==> config.mk <==
export PLATFORM = sky130hd
export DESIGN_NAME = gpio_irq_port
export DESIGN_NICKNAME = d
export VERILOG_FILES = /design/src/rtl/gpio_irq_pkg.sv /design/src/rtl/gpio_sync.sv /design/src/rtl/gpio_pin_ctl.sv /design/src/rtl/gpio_irq_port.sv
export SDC_FILE = /design/constraint.sdc
export NUM_CORES = 1
export LEC_CHECK = 0
export BUFFER_PORTS_ARGS = -buffer_cell sky130_fd_sc_hd__buf_2
export CORE_MARGIN = 1.5
export CORE_UTILIZATION = 50
export CTS_CLUSTER_DIAMETER = 60
export DETAILED_ROUTE_END_ITERATION = 12
export HOLD_SLACK_MARGIN = 0.02
export PLACE_DENSITY_LB_ADDON = 0.3
export SLEW_MARGIN = 0
export SYNTH_ARGS = -nofsm -noshare
export SYNTH_HDL_FRONTEND = slang
export SYNTH_HIERARCHICAL = 1
export SYNTH_SLANG_ARGS = --single-unit
export TNS_END_PERCENT = 100
==> constraint.sdc <==
create_clock -name clk_i -period 3.6 [get_ports clk_i]
set_input_delay 0.54 -clock clk_i [delete_from_list [all_inputs] [get_ports clk_i]]
set_output_delay 0.54 -clock clk_i [all_outputs]
set_load 0.01 [all_outputs]
==> src/rtl/gpio_irq_pkg.sv <==
package gpio_irq_pkg;
  localparam int IRQ_W  = 2;
  localparam int DRV_W  = 3;
  localparam int MODE_W = IRQ_W + DRV_W;

  localparam int ADDR_PORT  = 0;
  localparam int ADDR_PEND  = 1;
  localparam int ADDR_MODE0 = 2;

  typedef enum logic [IRQ_W-1:0] {
    IRQ_OFF  = 2'b00,
    IRQ_HIGH = 2'b01,
    IRQ_LOW  = 2'b10,
    IRQ_CHG  = 2'b11
  } irq_mode_e;
endpackage

==> src/rtl/gpio_sync.sv <==
module gpio_sync #(
  parameter int W = 8
) (
  input  logic         clk_i,
  input  logic         rst_ni,
  input  logic [W-1:0] d_i,
  output logic [W-1:0] q_o
);
  logic [W-1:0] meta_q, sync_q;

  always_ff @(posedge clk_i or negedge rst_ni) begin
    if (!rst_ni) begin
      meta_q <= '0;
      sync_q <= '0;
    end else begin
      meta_q <= d_i;
      sync_q <= meta_q;
    end
  end

  assign q_o = sync_q;
endmodule

==> src/rtl/gpio_pin_ctl.sv <==
module gpio_pin_ctl
  import gpio_irq_pkg::*;
(
  input  logic              clk_i,
  input  logic              rst_ni,
  input  logic              pin_s_i,
  input  logic              port_rd_i,
  input  logic              mode_we_i,
  input  logic [MODE_W-1:0] mode_wdata_i,
  input  logic              clr_i,
  output logic [IRQ_W-1:0]  irq_mode_o,
  output logic [DRV_W-1:0]  drive_o,
  output logic              pend_o
);
  irq_mode_e        mode_q;
  logic [DRV_W-1:0] drive_q;
  logic             ref_q, pend_q, pend_d;

  always_comb begin
    unique case (mode_q)
      IRQ_OFF:  pend_d = 1'b0;
      IRQ_HIGH: pend_d = pin_s_i;
      IRQ_LOW:  pend_d = !pin_s_i;
      default:  pend_d = (port_rd_i || clr_i) ? 1'b0 : (pend_q | (pin_s_i ^ ref_q));
    endcase
    if (mode_we_i) pend_d = 1'b0;
  end

  always_ff @(posedge clk_i or negedge rst_ni) begin
    if (!rst_ni) begin
      mode_q  <= IRQ_OFF;
      drive_q <= '0;
      ref_q   <= 1'b0;
      pend_q  <= 1'b0;
    end else begin
      pend_q <= pend_d;
      if (port_rd_i) ref_q <= pin_s_i;
      if (mode_we_i) begin
        mode_q  <= irq_mode_e'(mode_wdata_i[IRQ_W-1:0]);
        drive_q <= mode_wdata_i[MODE_W-1:IRQ_W];
      end
    end
  end

  assign irq_mode_o = mode_q;
  assign drive_o    = drive_q;
  assign pend_o     = pend_q;
endmodule

==> src/rtl/gpio_irq_port.sv <==
module gpio_irq_port
  import gpio_irq_pkg::*;
#(
  parameter int NUM_PINS = 8,
  parameter int DW       = 8,
  localparam int AW      = $clog2(NUM_PINS + ADDR_MODE0)
) (
  input  logic                      clk_i,
  input  logic                      rst_ni,
  input  logic [NUM_PINS-1:0]       pin_i,
  input  logic                      bus_sel_i,
  input  logic                      bus_we_i,
  input  logic [AW-1:0]             bus_addr_i,
  input  logic [DW-1:0]             bus_wdata_i,
  output logic [DW-1:0]             bus_rdata_o,
  output logic [DRV_W*NUM_PINS-1:0] drive_mode_o,
  output logic                      irq_o
);
  logic [NUM_PINS-1:0]       pin_s, pend, mode_we, clr;
  logic [IRQ_W*NUM_PINS-1:0] irq_mode_vec;
  logic [MODE_W-1:0]         mode_rd [NUM_PINS];
  logic                      rd_acc, wr_acc, port_rd;

  assign rd_acc  = bus_sel_i && !bus_we_i;
  assign wr_acc  = bus_sel_i && bus_we_i;
  assign port_rd = rd_acc && (bus_addr_i == AW'(ADDR_PORT));
  assign clr     = (wr_acc && (bus_addr_i == AW'(ADDR_PEND))) ? bus_wdata_i[NUM_PINS-1:0] : '0;

  gpio_sync #(.W(NUM_PINS)) u_sync (
    .clk_i  (clk_i),
    .rst_ni (rst_ni),
    .d_i    (pin_i),
    .q_o    (pin_s)
  );

  for (genvar i = 0; i < NUM_PINS; i++) begin : g_pin
    assign mode_we[i] = wr_acc && (bus_addr_i == AW'(ADDR_MODE0 + i));

    gpio_pin_ctl u_ctl (
      .clk_i        (clk_i),
      .rst_ni       (rst_ni),
      .pin_s_i      (pin_s[i]),
      .port_rd_i    (port_rd),
      .mode_we_i    (mode_we[i]),
      .mode_wdata_i (bus_wdata_i[MODE_W-1:0]),
      .clr_i        (clr[i]),
      .irq_mode_o   (irq_mode_vec[IRQ_W*i +: IRQ_W]),
      .drive_o      (drive_mode_o[DRV_W*i +: DRV_W]),
      .pend_o       (pend[i])
    );

    assign mode_rd[i] = {drive_mode_o[DRV_W*i +: DRV_W], irq_mode_vec[IRQ_W*i +: IRQ_W]};
  end

  always_comb begin
    bus_rdata_o = '0;
    if (bus_addr_i == AW'(ADDR_PORT)) bus_rdata_o[NUM_PINS-1:0] = pin_s;
    else if (bus_addr_i == AW'(ADDR_PEND)) bus_rdata_o[NUM_PINS-1:0] = pend;
    for (int i = 0; i < NUM_PINS; i++)
      if (bus_addr_i == AW'(ADDR_MODE0 + i)) bus_rdata_o[MODE_W-1:0] = mode_rd[i];
  end

  assign irq_o = |pend;
endmodule

==> results_dict.tcl, run 1 <==
set metrics [dict create \
    hold_path_depth 1 \
    synth_nets 312 \
    grt_overflow_total 0 \
    gp_congestion 0.923 \
    fmax_mhz 363 \
    skew_ns 0.00590 \
    final_layout_size_suffix_gt1_share_pct 26.4 \
    cpPeakStageDelay_ns 0.64 \
    worstReg2RegEnd "g_pin[5].u_ctl/pend_o$_DFF_PN0_" \
    placedCellCount 425 \
    antenna-diode-count 0 \
    critPathTopFamily "buffers and inverters" \
    antenna_found_initial 0 \
    ios 57 \
    multi_input_area_um2 1650 \
    via_count 2580 \
    synthArstFlopShare_pct 100 \
    drt_iter0_markers 175 \
    rrSetupSlack_ns 2.48 \
    cp_slowest_cell "buf_2" \
    std_cell_rows 30 \
    finalPower_mw 2.01 \
    clkSinkCount 72 \
    clk_pin_slew_ns 0.08 \
    die_w_um 88.1 \
    end_kind "output pin" \
    wl_per_cell_um 18.4 \
    drv_cap 0 \
    path_buf_inv 2 \
    cts_buffers 9 \
    finalCriticalPeriod_ns 2.76 \
    yosys_warnings 6 \
    cp.required_ns 3.06 \
    critical_path_class "in -> out" \
    fin_tns_setup_ns 0 \
    crit_chain "buf_2 -> mux2i_1 -> o32ai_1 -> o221ai_1 -> o221ai_1 -> buf_2" \
    post-route-drc-count 0 \
    synth_enable_flop_cells 0 \
    cts_setup_buffers 0 \
    start_util_pct 52.4 \
    relSlewSlack_pct 19.9 \
    cts_hold_buf 0 \
    ys_ff_latch 72 \
    dp_slack_ns 0.786 \
    drv_slew 0 \
    status "complete, no violations" \
    critPathArrivalTime_ns 2.22 \
    grt_pass1_vias 2418 \
    worst_pin_slew_ns 1.20 \
    syn_area_um2 3620 \
    ir_worst_vdd_mv 0.332 \
    post_cts_resized 0 \
    grt_pass1_wl_mm 12.7 \
    timing.final.ws_setup_ns 0.844 \
    nFillCells 602 \
    ys_types 32 \
    avgSynthCellArea_um2 12.6 \
    port_buffers 56 \
    path_max_fanout 37 \
    final_nets 364 \
    die_area_um2 7750 \
    finalNonFillerCells 441 \
    fin_crit_sh_pct 76.5 \
    setup_viol 0 \
    placeableCoreArea_um2 6910 \
    grt_use_total_pct 22.3 \
    whs_endpoint "u_sync/meta_q[4]$_DFF_PN0_" \
    hp-start "pin_i[4]" \
    hp-class "in -> reg" \
    clk_path_buf_depth 2 \
    seq_area_frac_synth_pct 49.8 \
    drt-pass1-iter-count 4 \
    reg2regPathDepth 3 \
    synthCells 288 \
    worst_setup_path_start_kind "input pin" \
    die_h_um 88.1 \
    antenna_left 0 \
    leakage_nw 1.85 \
    seqCellArea_um2 1800 \
    drt-total-wl_mm 8.11 \
    syn_to_final_growth_pct 12.0 \
    htreeDepth 3 \
    pwr_density_cell_nw_per_um2 497 \
    synth_ff_type "dfrtp_1" \
    tritoncts "yes" \
    finalHoldViolCount 0 \
    fin_util_pct 58.7 \
    clk_latency_ns 0.35 \
    dp_hpwl_mm 5.63 \
    rsz0062_at_grt "false" \
    grt_start_max_net_pins 73 \
    root_buffer "clkbuf_8" \
    r2r_start "g_pin[5].u_ctl/irq_mode_o[0]$_DFFE_PN0P_" \
    vias_per_cell 5.85 \
]
cell usage after synthesis (all sizes together), types with 3 or more instances:
master   number  share of area [%]
buf          17                4.2
nand3b        9                1.9
o21ai        22                3.9
nor3          4               0.55
nor2         13                1.3
a21oi         3               0.41
and2          8                1.4
o2111ai       3               0.73
and4b         9                2.5
inv           4               0.41
nand3        10                1.4
o311ai        3               0.73
nand2         5               0.52
dfrtp        72                 50
o221ai        7                1.7
a2111oi       8                3.3
mux2i        19                5.3
mux2         48                 15
nor4b         8                1.9
nand2b        5               0.86
layer usage:
| metal | up-vias | global-route usage, % | part of all wire (%) |
|---|---|---|---|
| li1 | 1198 | - | - |
| met1 | 1288 | 31.9 | 46 |
| met2 | 79 | 32.8 | 46 |
| met3 | 15 | 4.24 | 5.0 |
| met4 | 0 | 10.4 | 2.2 |
| met5 | - | 0 | 0 |
worst max path at each step:
stage               slack (ns)     startpoint  cells after the start                               end
detailed placement        0.79  bus_addr_i[0]                      6   g_pin[2].u_ctl/pend_o$_DFF_PN0_
floorplan                 1.43  bus_addr_i[0]                      5  g_pin[1].u_ctl/ref_q$_DFFE_PN0P_
CTS                       0.84  bus_addr_i[0]                      6                    bus_rdata_o[3]
finish                    0.84  bus_addr_i[0]                      6                    bus_rdata_o[3]
global route              0.74  bus_addr_i[0]                      6                    bus_rdata_o[0]
global placement          0.88  bus_addr_i[0]                      6                    bus_rdata_o[3]
metrics by stage:
| stage | hold WS (ns) | area [µm²] |
|---|---|---|
| after floorplan | 0.244 | 3620 |
| after global placement | 0.332 | 3880 |
| after detailed placement | 0.336 | 3880 |
| after CTS | 0.271 | 4050 |
| after global routing | 0.272 | 4050 |
| final | 0.286 | 4050 |
registers in the layout (all words and copies together), names as in the netlist:
name	count
g_pin.u_ctl/drive_o	24
u_sync/meta_q	8
g_pin.u_ctl/ref_q	8
g_pin.u_ctl/pend_o	8
g_pin.u_ctl/irq_mode_o	16
u_sync/q_o	8
layout by cell type (no fill, tap or decap):
master      count
dfrtp_1        72
buf_2          56
mux2_1         48
mux2i_1        19
o21ai_0        14
nor2_1         13
nand3_1        10
nand3b_1        9
and4b_1         9
clkbuf_8        9
and2_1          8
o21ai_2         8
nor4b_1         8
a2111oi_2       8
o221ai_1        7
nand2_1         5
nand2b_1        5
nor3_1          4
inv_1           3
a21oi_1         3
o311ai_0        3
o2111ai_1       3
clkinv_2        3
or3_1           2
o32ai_1         2
nor4_1          2
clkinvlp_4      2
buf_4           2
and2b_1         1
inv_2           1
a2bb2oi_1       1
a211oi_1        1
nor2b_1         1
nand4b_1        1
inv_6           1
clkinv_4        1
final cells by class:
type / count / share of cell area [%]
sequential: 72 / 44.5
multi-input combinational: 195 / 40.7
clock buffer: 9 / 3.06
tap: 96 / 2.96
inverter: 4 / 0.371
clock inverter: 7 / 1.17
timing repair buffer: 58 / 7.29
kinds of logic after synthesis:
logic type	count (synthesis)	synth area share [%]
AOI/OAI and AO/OA	50	11.7
DFF	72	49.8
muxes	67	20.2
buffers and inverters	21	4.63
and+or+nand+nor	78	13.7
where the power goes:
group          total, mW  internal [mW]  switching (mW)  leakage (nW)
Combinational      0.379          0.192           0.188         0.864
Sequential          1.08          0.941           0.136         0.905
Clock              0.556          0.249           0.307        0.0854
Note: power is estimated with default switching activity, not from simulation.
==> inputs of run 2 (changes only) <==
Clock period 3.6 ns to 2.25 ns, I/O delays scaled along.
==> run 2 against run 1 <==
Against the previous run:
- setup slack got worse by 0.68 ns
- wire length up 3.1%
- final cell count grew 3.4%
- largest power group unchanged
- clock skew increased by 0.0036 ns
- combinational power up 65%
- non-clock buffer count grew 16
- clock power up 51%
- worst hold slack worse by 0.19 ns
- sequential share of layout area fell by 1.3 points
==> results_dict.tcl, run 2 (synthesis results as in run 1) <==
set metrics [dict create \
    status "complete, no violations" \
    skew_ns 0.00948 \
    gp_congestion 0.938 \
    clk_pin_slew_ns 0.07 \
    placedCellCount 440 \
    htreeDepth 3 \
    finalNonFillerCells 456 \
    rrSetupSlack_ns 1.12 \
    seqCellArea_um2 1800 \
    final_nets 380 \
    setup_viol 0 \
    hp-start "pin_i[3]" \
    layout_commonest_cell "dfrtp_1" \
    port_buffers 56 \
    die_area_um2 7750 \
    reg2regPathDepth 2 \
    final_layout_size_suffix_gt1_share_pct 28.6 \
    drt_iter0_markers 121 \
    relSlewSlack_pct 62.0 \
    antenna_found_initial 0 \
    combPwrFrac_pct 19.7 \
    fin_crit_sh_pct 92.6 \
    placed_area_um2 4010 \
    grt_overflow_total 0 \
    whs_endpoint "u_sync/meta_q[3]$_DFF_PN0_" \
    clk_latency_ns 0.34 \
    dp_hpwl_mm 5.91 \
    grt_start_max_net_pins 73 \
    drt-pass1-iter-count 4 \
    finalHoldViolCount 0 \
    cts_buffers 9 \
    post_cts_resized 0 \
    mostFrequentLayoutCells "72 x dfrtp_1, 56 x buf_2, 48 x mux2_1" \
    p_switching_mw 0.973 \
    worst_pin_slew_ns 0.568 \
    fin_tns_setup_ns 0 \
    seqPwrFrac_pct 54.1 \
    die_w_um 88.1 \
    switching_share_pct 30.5 \
    rsz0062_at_grt "false" \
    path_max_fanout 13 \
    clk_path_buf_depth 2 \
    fmax_mhz 480 \
    clkSinkCount 72 \
    die_h_um 88.1 \
    wl_per_cell_um 18.3 \
    ir_worst_vdd_mv 0.396 \
    cts_setup_buffers 0 \
    syn_to_final_growth_pct 15.3 \
    finalCriticalPeriod_ns 2.08 \
    cpPeakStageDelay_ns 0.52 \
    drv_cap 0 \
    crit_chain "buf_2 -> or3_1 -> o32ai_1 -> o221ai_1 -> o221ai_1 -> buf_2" \
    nFillCells 631 \
    post-route-drc-count 0 \
    final_cell_area_um2 4170 \
    end_kind "output pin" \
    grt_pass1_wl_mm 13.1 \
    critPathArrivalTime_ns 1.75 \
    largest_reg_flops 24 \
    start_util_pct 52.4 \
    p_int_mw 2.21 \
    via_count 2633 \
    critical_path_class "in -> out" \
    hold_path_depth 1 \
    pwr_density_cell_nw_per_um2 764 \
    critPathTopFamily "compound AO/OA/AOI/OAI gates" \
    worstReg2RegEnd "g_pin[2].u_ctl/pend_o$_DFF_PN0_" \
    hp-class "in -> reg" \
    std_cell_rows 30 \
    fin_util_pct 60.4 \
    hold_slack_ns 0.0910 \
    antenna_left 0 \
    grt_use_total_pct 23.0 \
    met1_usage_pct 34.1 \
    grt_pass1_vias 2501 \
    tritoncts "yes" \
    cp.required_ns 1.91 \
    vias_per_cell 5.77 \
    drv_slew 0 \
    r2r_start "u_sync/q_o[2]$_DFF_PN0_" \
    use_met2_pct 33.9 \
    path_buf_inv 2 \
    multi_input_area_um2 1650 \
    placeableCoreArea_um2 6910 \
    gr-usage-met3_pct 4.81 \
    worst_setup_path_start_kind "input pin" \
    crit_cells 6 \
    antenna-diode-count 0 \
    root_buffer "clkbuf_8" \
    drt-total-wl_mm 8.36 \
    cp_slowest_cell "or3_1" \
    grt-busiest-layer "met1" \
    pwr-share-clk_pct 26.3 \
    ios 57 \
    leakage_nw 1.93 \
]
-- run 2: power by group through the flow --
stage	Clock, mW	Sequential, mW	Combinational [mW]
floorplan	0	1.72	0.354
global placement	0	1.73	0.612
detailed placement	0	1.74	0.630
CTS	0.863	1.72	0.634
global route	0.915	1.75	0.691
finish	0.838	1.72	0.626
-- run 2: repair_timing --
item,in CTS,in global routing
setup endpoints to repair,0,0
endpoints found under the hold margin,1,0
hold buffers,1,0
-- run 2: metrics by stage --
step | total power, mW | setup WS, ns
2_1_floorplan | 2.07 | 0.287
3_3_place_gp | 2.34 | 0.156
3_5_place_dp | 2.37 | 0.175
4_1_cts | 3.21 | 0.182
5_1_grt | 3.36 | 0.0927
6_report | 3.19 | 0.167
-- run 2: layout make-up --
cell class,instances,share of cell area (%)
clock inverter,4,0.540
clock buffer,11,3.15
tap,96,2.88
timing repair buffer,74,10.3
sequential,72,43.2
multi-input combinational,195,39.5
inverter,4,0.360
-- run 2: worst max-delay path by stage --
stage,from,endpoint,slack [ns]
2_1_floorplan,bus_addr_i[0],g_pin[1].u_ctl/ref_q$_DFFE_PN0P_,0.29
3_3_place_gp,bus_addr_i[1],bus_rdata_o[3],0.16
3_5_place_dp,bus_addr_i[1],bus_rdata_o[3],0.18
4_1_cts,bus_addr_i[1],bus_rdata_o[3],0.18
5_1_grt,bus_addr_i[0],bus_rdata_o[4],0.09
6_report,bus_addr_i[1],bus_rdata_o[3],0.17
-- run 2: per-layer routing --
| layer | vias up | wire length [µm] |
|---|---|---|
| li1 | 1229 | - |
| met1 | 1311 | 4000 |
| met2 | 76 | 3770 |
| met3 | 17 | 409 |
| met4 | 0 | 176 |
| met5 | - | 0 |
==> inputs of run 3 (changes only) <==
Settings changed: CELL_PAD_IN_SITES_DETAIL_PLACEMENT set to 1, CELL_PAD_IN_SITES_GLOBAL_PLACEMENT set to 2, CORE_UTILIZATION 50 to 34, CTS_CLUSTER_SIZE set to 25.
==> run 3 against run 2 <==
Against the previous run:
- combinational power up 2%
- die area up 45%
- clock-buffer cell count up 1
- sequential share of layout area down 1.6 points
- clock skew down 0.0020 ns
- setup slack worse by 0.066 ns
- core utilization down 18 points
- wire length up 16%
- critical path depth unchanged
- sequential power about the same
- highest routed layer unchanged
==> results_dict.tcl, run 3 (synthesis results as in run 1) <==
set metrics [dict create \
    syn_to_final_growth_pct 19.6 \
    tritoncts "yes" \
    ios 57 \
    path_buf_inv 2 \
    placed_area_um2 4080 \
    die_w_um 106 \
    crit_chain "buf_2 -> or3_1 -> o32ai_1 -> o221ai_1 -> o221ai_1 -> buf_2" \
    leakage_nw 1.98 \
    r2r_start "g_pin[4].u_ctl/irq_mode_o[1]$_DFFE_PN0P_" \
    antenna-diode-count 0 \
    final_cell_area_um2 4330 \
    critical_path_class "in -> out" \
    placeableCoreArea_um2 10300 \
    fin_tns_setup_ns 0 \
    grt_overflow_total 0 \
    timing.final.ws_setup_ns 0.101 \
    hp-class "in -> reg" \
    wl_per_cell_um 19.5 \
    grt_pass1_wl_mm 15.7 \
    gp_congestion 0.819 \
    final_layout_size_suffix_gt1_share_pct 29.6 \
    reg2regPathDepth 3 \
    worst_pin_slew_ns 0.649 \
    start_util_pct 35.0 \
    grt_pass1_vias 2699 \
    end_kind "output pin" \
    largest_reg_flops 24 \
    layout_commonest_cell "dfrtp_1" \
    fmax_mhz 465 \
    whs_endpoint "u_sync/meta_q[6]$_DFF_PN0_" \
    final_nets 381 \
    drv_slew 0 \
    critPathTopFamily "simple AND/OR/NAND/NOR gates" \
    clkSinkCount 72 \
    drv_cap 0 \
    multi_input_area_um2 1650 \
    rsz0062_at_grt "false" \
    clk_latency_ns 0.35 \
    seqCellArea_um2 1800 \
    finalCriticalPeriod_ns 2.15 \
    die_area_um2 11300 \
    status "complete, no violations" \
    ir_worst_vdd_mv 0.335 \
    cp.required_ns 1.91 \
    skew_ns 0.00749 \
    dp_hpwl_mm 7.08 \
    clk_path_buf_depth 2 \
    critPathArrivalTime_ns 1.81 \
    worst_setup_path_start_kind "input pin" \
    post-route-drc-count 0 \
    drt_iter0_markers 59 \
    path_max_fanout 20 \
    clk_pin_slew_ns 0.08 \
    hold_path_depth 1 \
    root_buffer "clkbuf_8" \
    setup_viol 0 \
    cp_slowest_cell "or3_1" \
    htreeDepth 3 \
    via_count 2613 \
    drt-total-wl_mm 9.73 \
    grt_start_max_net_pins 41 \
    grt_use_total_pct 18.8 \
    cts_buffers 9 \
    port_buffers 56 \
    mostFrequentLayoutCells "72 x dfrtp_1, 55 x buf_2, 48 x mux2_1" \
    die_h_um 106 \
    worstReg2RegEnd "g_pin[4].u_ctl/pend_o$_DFF_PN0_" \
    antenna_left 0 \
    rrSetupSlack_ns 1.10 \
    finalPower_mw 3.56 \
    std_cell_rows 37 \
    drt-pass1-iter-count 4 \
    antenna_found_initial 0 \
    finalHoldViolCount 0 \
    vias_per_cell 5.25 \
    fin_crit_sh_pct 95.5 \
    fin_util_pct 41.9 \
    pwr_density_cell_nw_per_um2 823 \
    dp_slack_ns 0.0825 \
    hp-start "pin_i[6]" \
    cpPeakStageDelay_ns 0.54 \
    relSlewSlack_pct 56.6 \
    nFillCells 1116 \
]
## run 3: cell types whose count changed in the layout (fill, tap and decap cells not counted), moves of 2 or more
| cell | delta |
|---|---|
| clkbuf_8 | +3 |
| clkinv_2 | -3 |
| bufinv_16 | +2 |
| clkbuf_1 | -2 |
## run 3: worst max path at each step
stage                        from                                to  slack [ns]  cells after the start
floorplan           bus_addr_i[0]  g_pin[1].u_ctl/ref_q$_DFFE_PN0P_        0.29                      5
global placement    bus_addr_i[1]                    bus_rdata_o[3]        0.11                      6
detailed placement  bus_addr_i[1]                    bus_rdata_o[3]        0.08                      6
CTS                 bus_addr_i[1]                    bus_rdata_o[3]        0.09                      6
global route        bus_addr_i[1]                    bus_rdata_o[3]        0.05                      6
finish              bus_addr_i[1]                    bus_rdata_o[3]        0.10                      6
## run 3: final cells by class
type | count | share of cell area (%)
Sequential cell | 72 | 41.6
Timing Repair Buffer | 75 | 10.5
Tap cell | 136 | 3.93
Inverter | 4 | 0.347
Clock buffer | 12 | 3.82
Multi-Input combinational cell | 195 | 38.1
Clock inverter | 4 | 1.73
## run 3: repair_timing
item,CTS,global route
setup endpoints to repair,0,0
gates resized for setup,0,0
buffers inserted,0,0
hold buffers,1,0
endpoints found under the hold margin,32,0
## run 3: power breakdown
| group | internal, mW | switching [mW] | total, mW |
|---|---|---|---|
| sequential | 1.51 | 0.223 | 1.73 |
| clock | 0.715 | 0.483 | 1.20 |
| combinational | 0.321 | 0.315 | 0.636 |
| total | 2.54 | 1.02 | 3.56 |
## run 3: metrics by stage
stage                     hold WS, ns  instances
after floorplan                0.0419        288
after global placement          0.324        481
after detailed placement        0.322        481
after CTS                      0.0633        498
after global routing           0.0499        498
final                          0.0834        498
## run 3: metal layers
| metal | global-route usage, % | vias up | part of all wire, % |
|---|---|---|---|
| li1 | - | 1242 | - |
| met3 | 3.80 | 7 | 2.8 |
| met5 | 0 | - | 0 |
| met4 | 6.08 | 0 | 0.98 |
| met1 | 25.6 | 1325 | 48 |
| met2 | 30.0 | 39 | 48 |
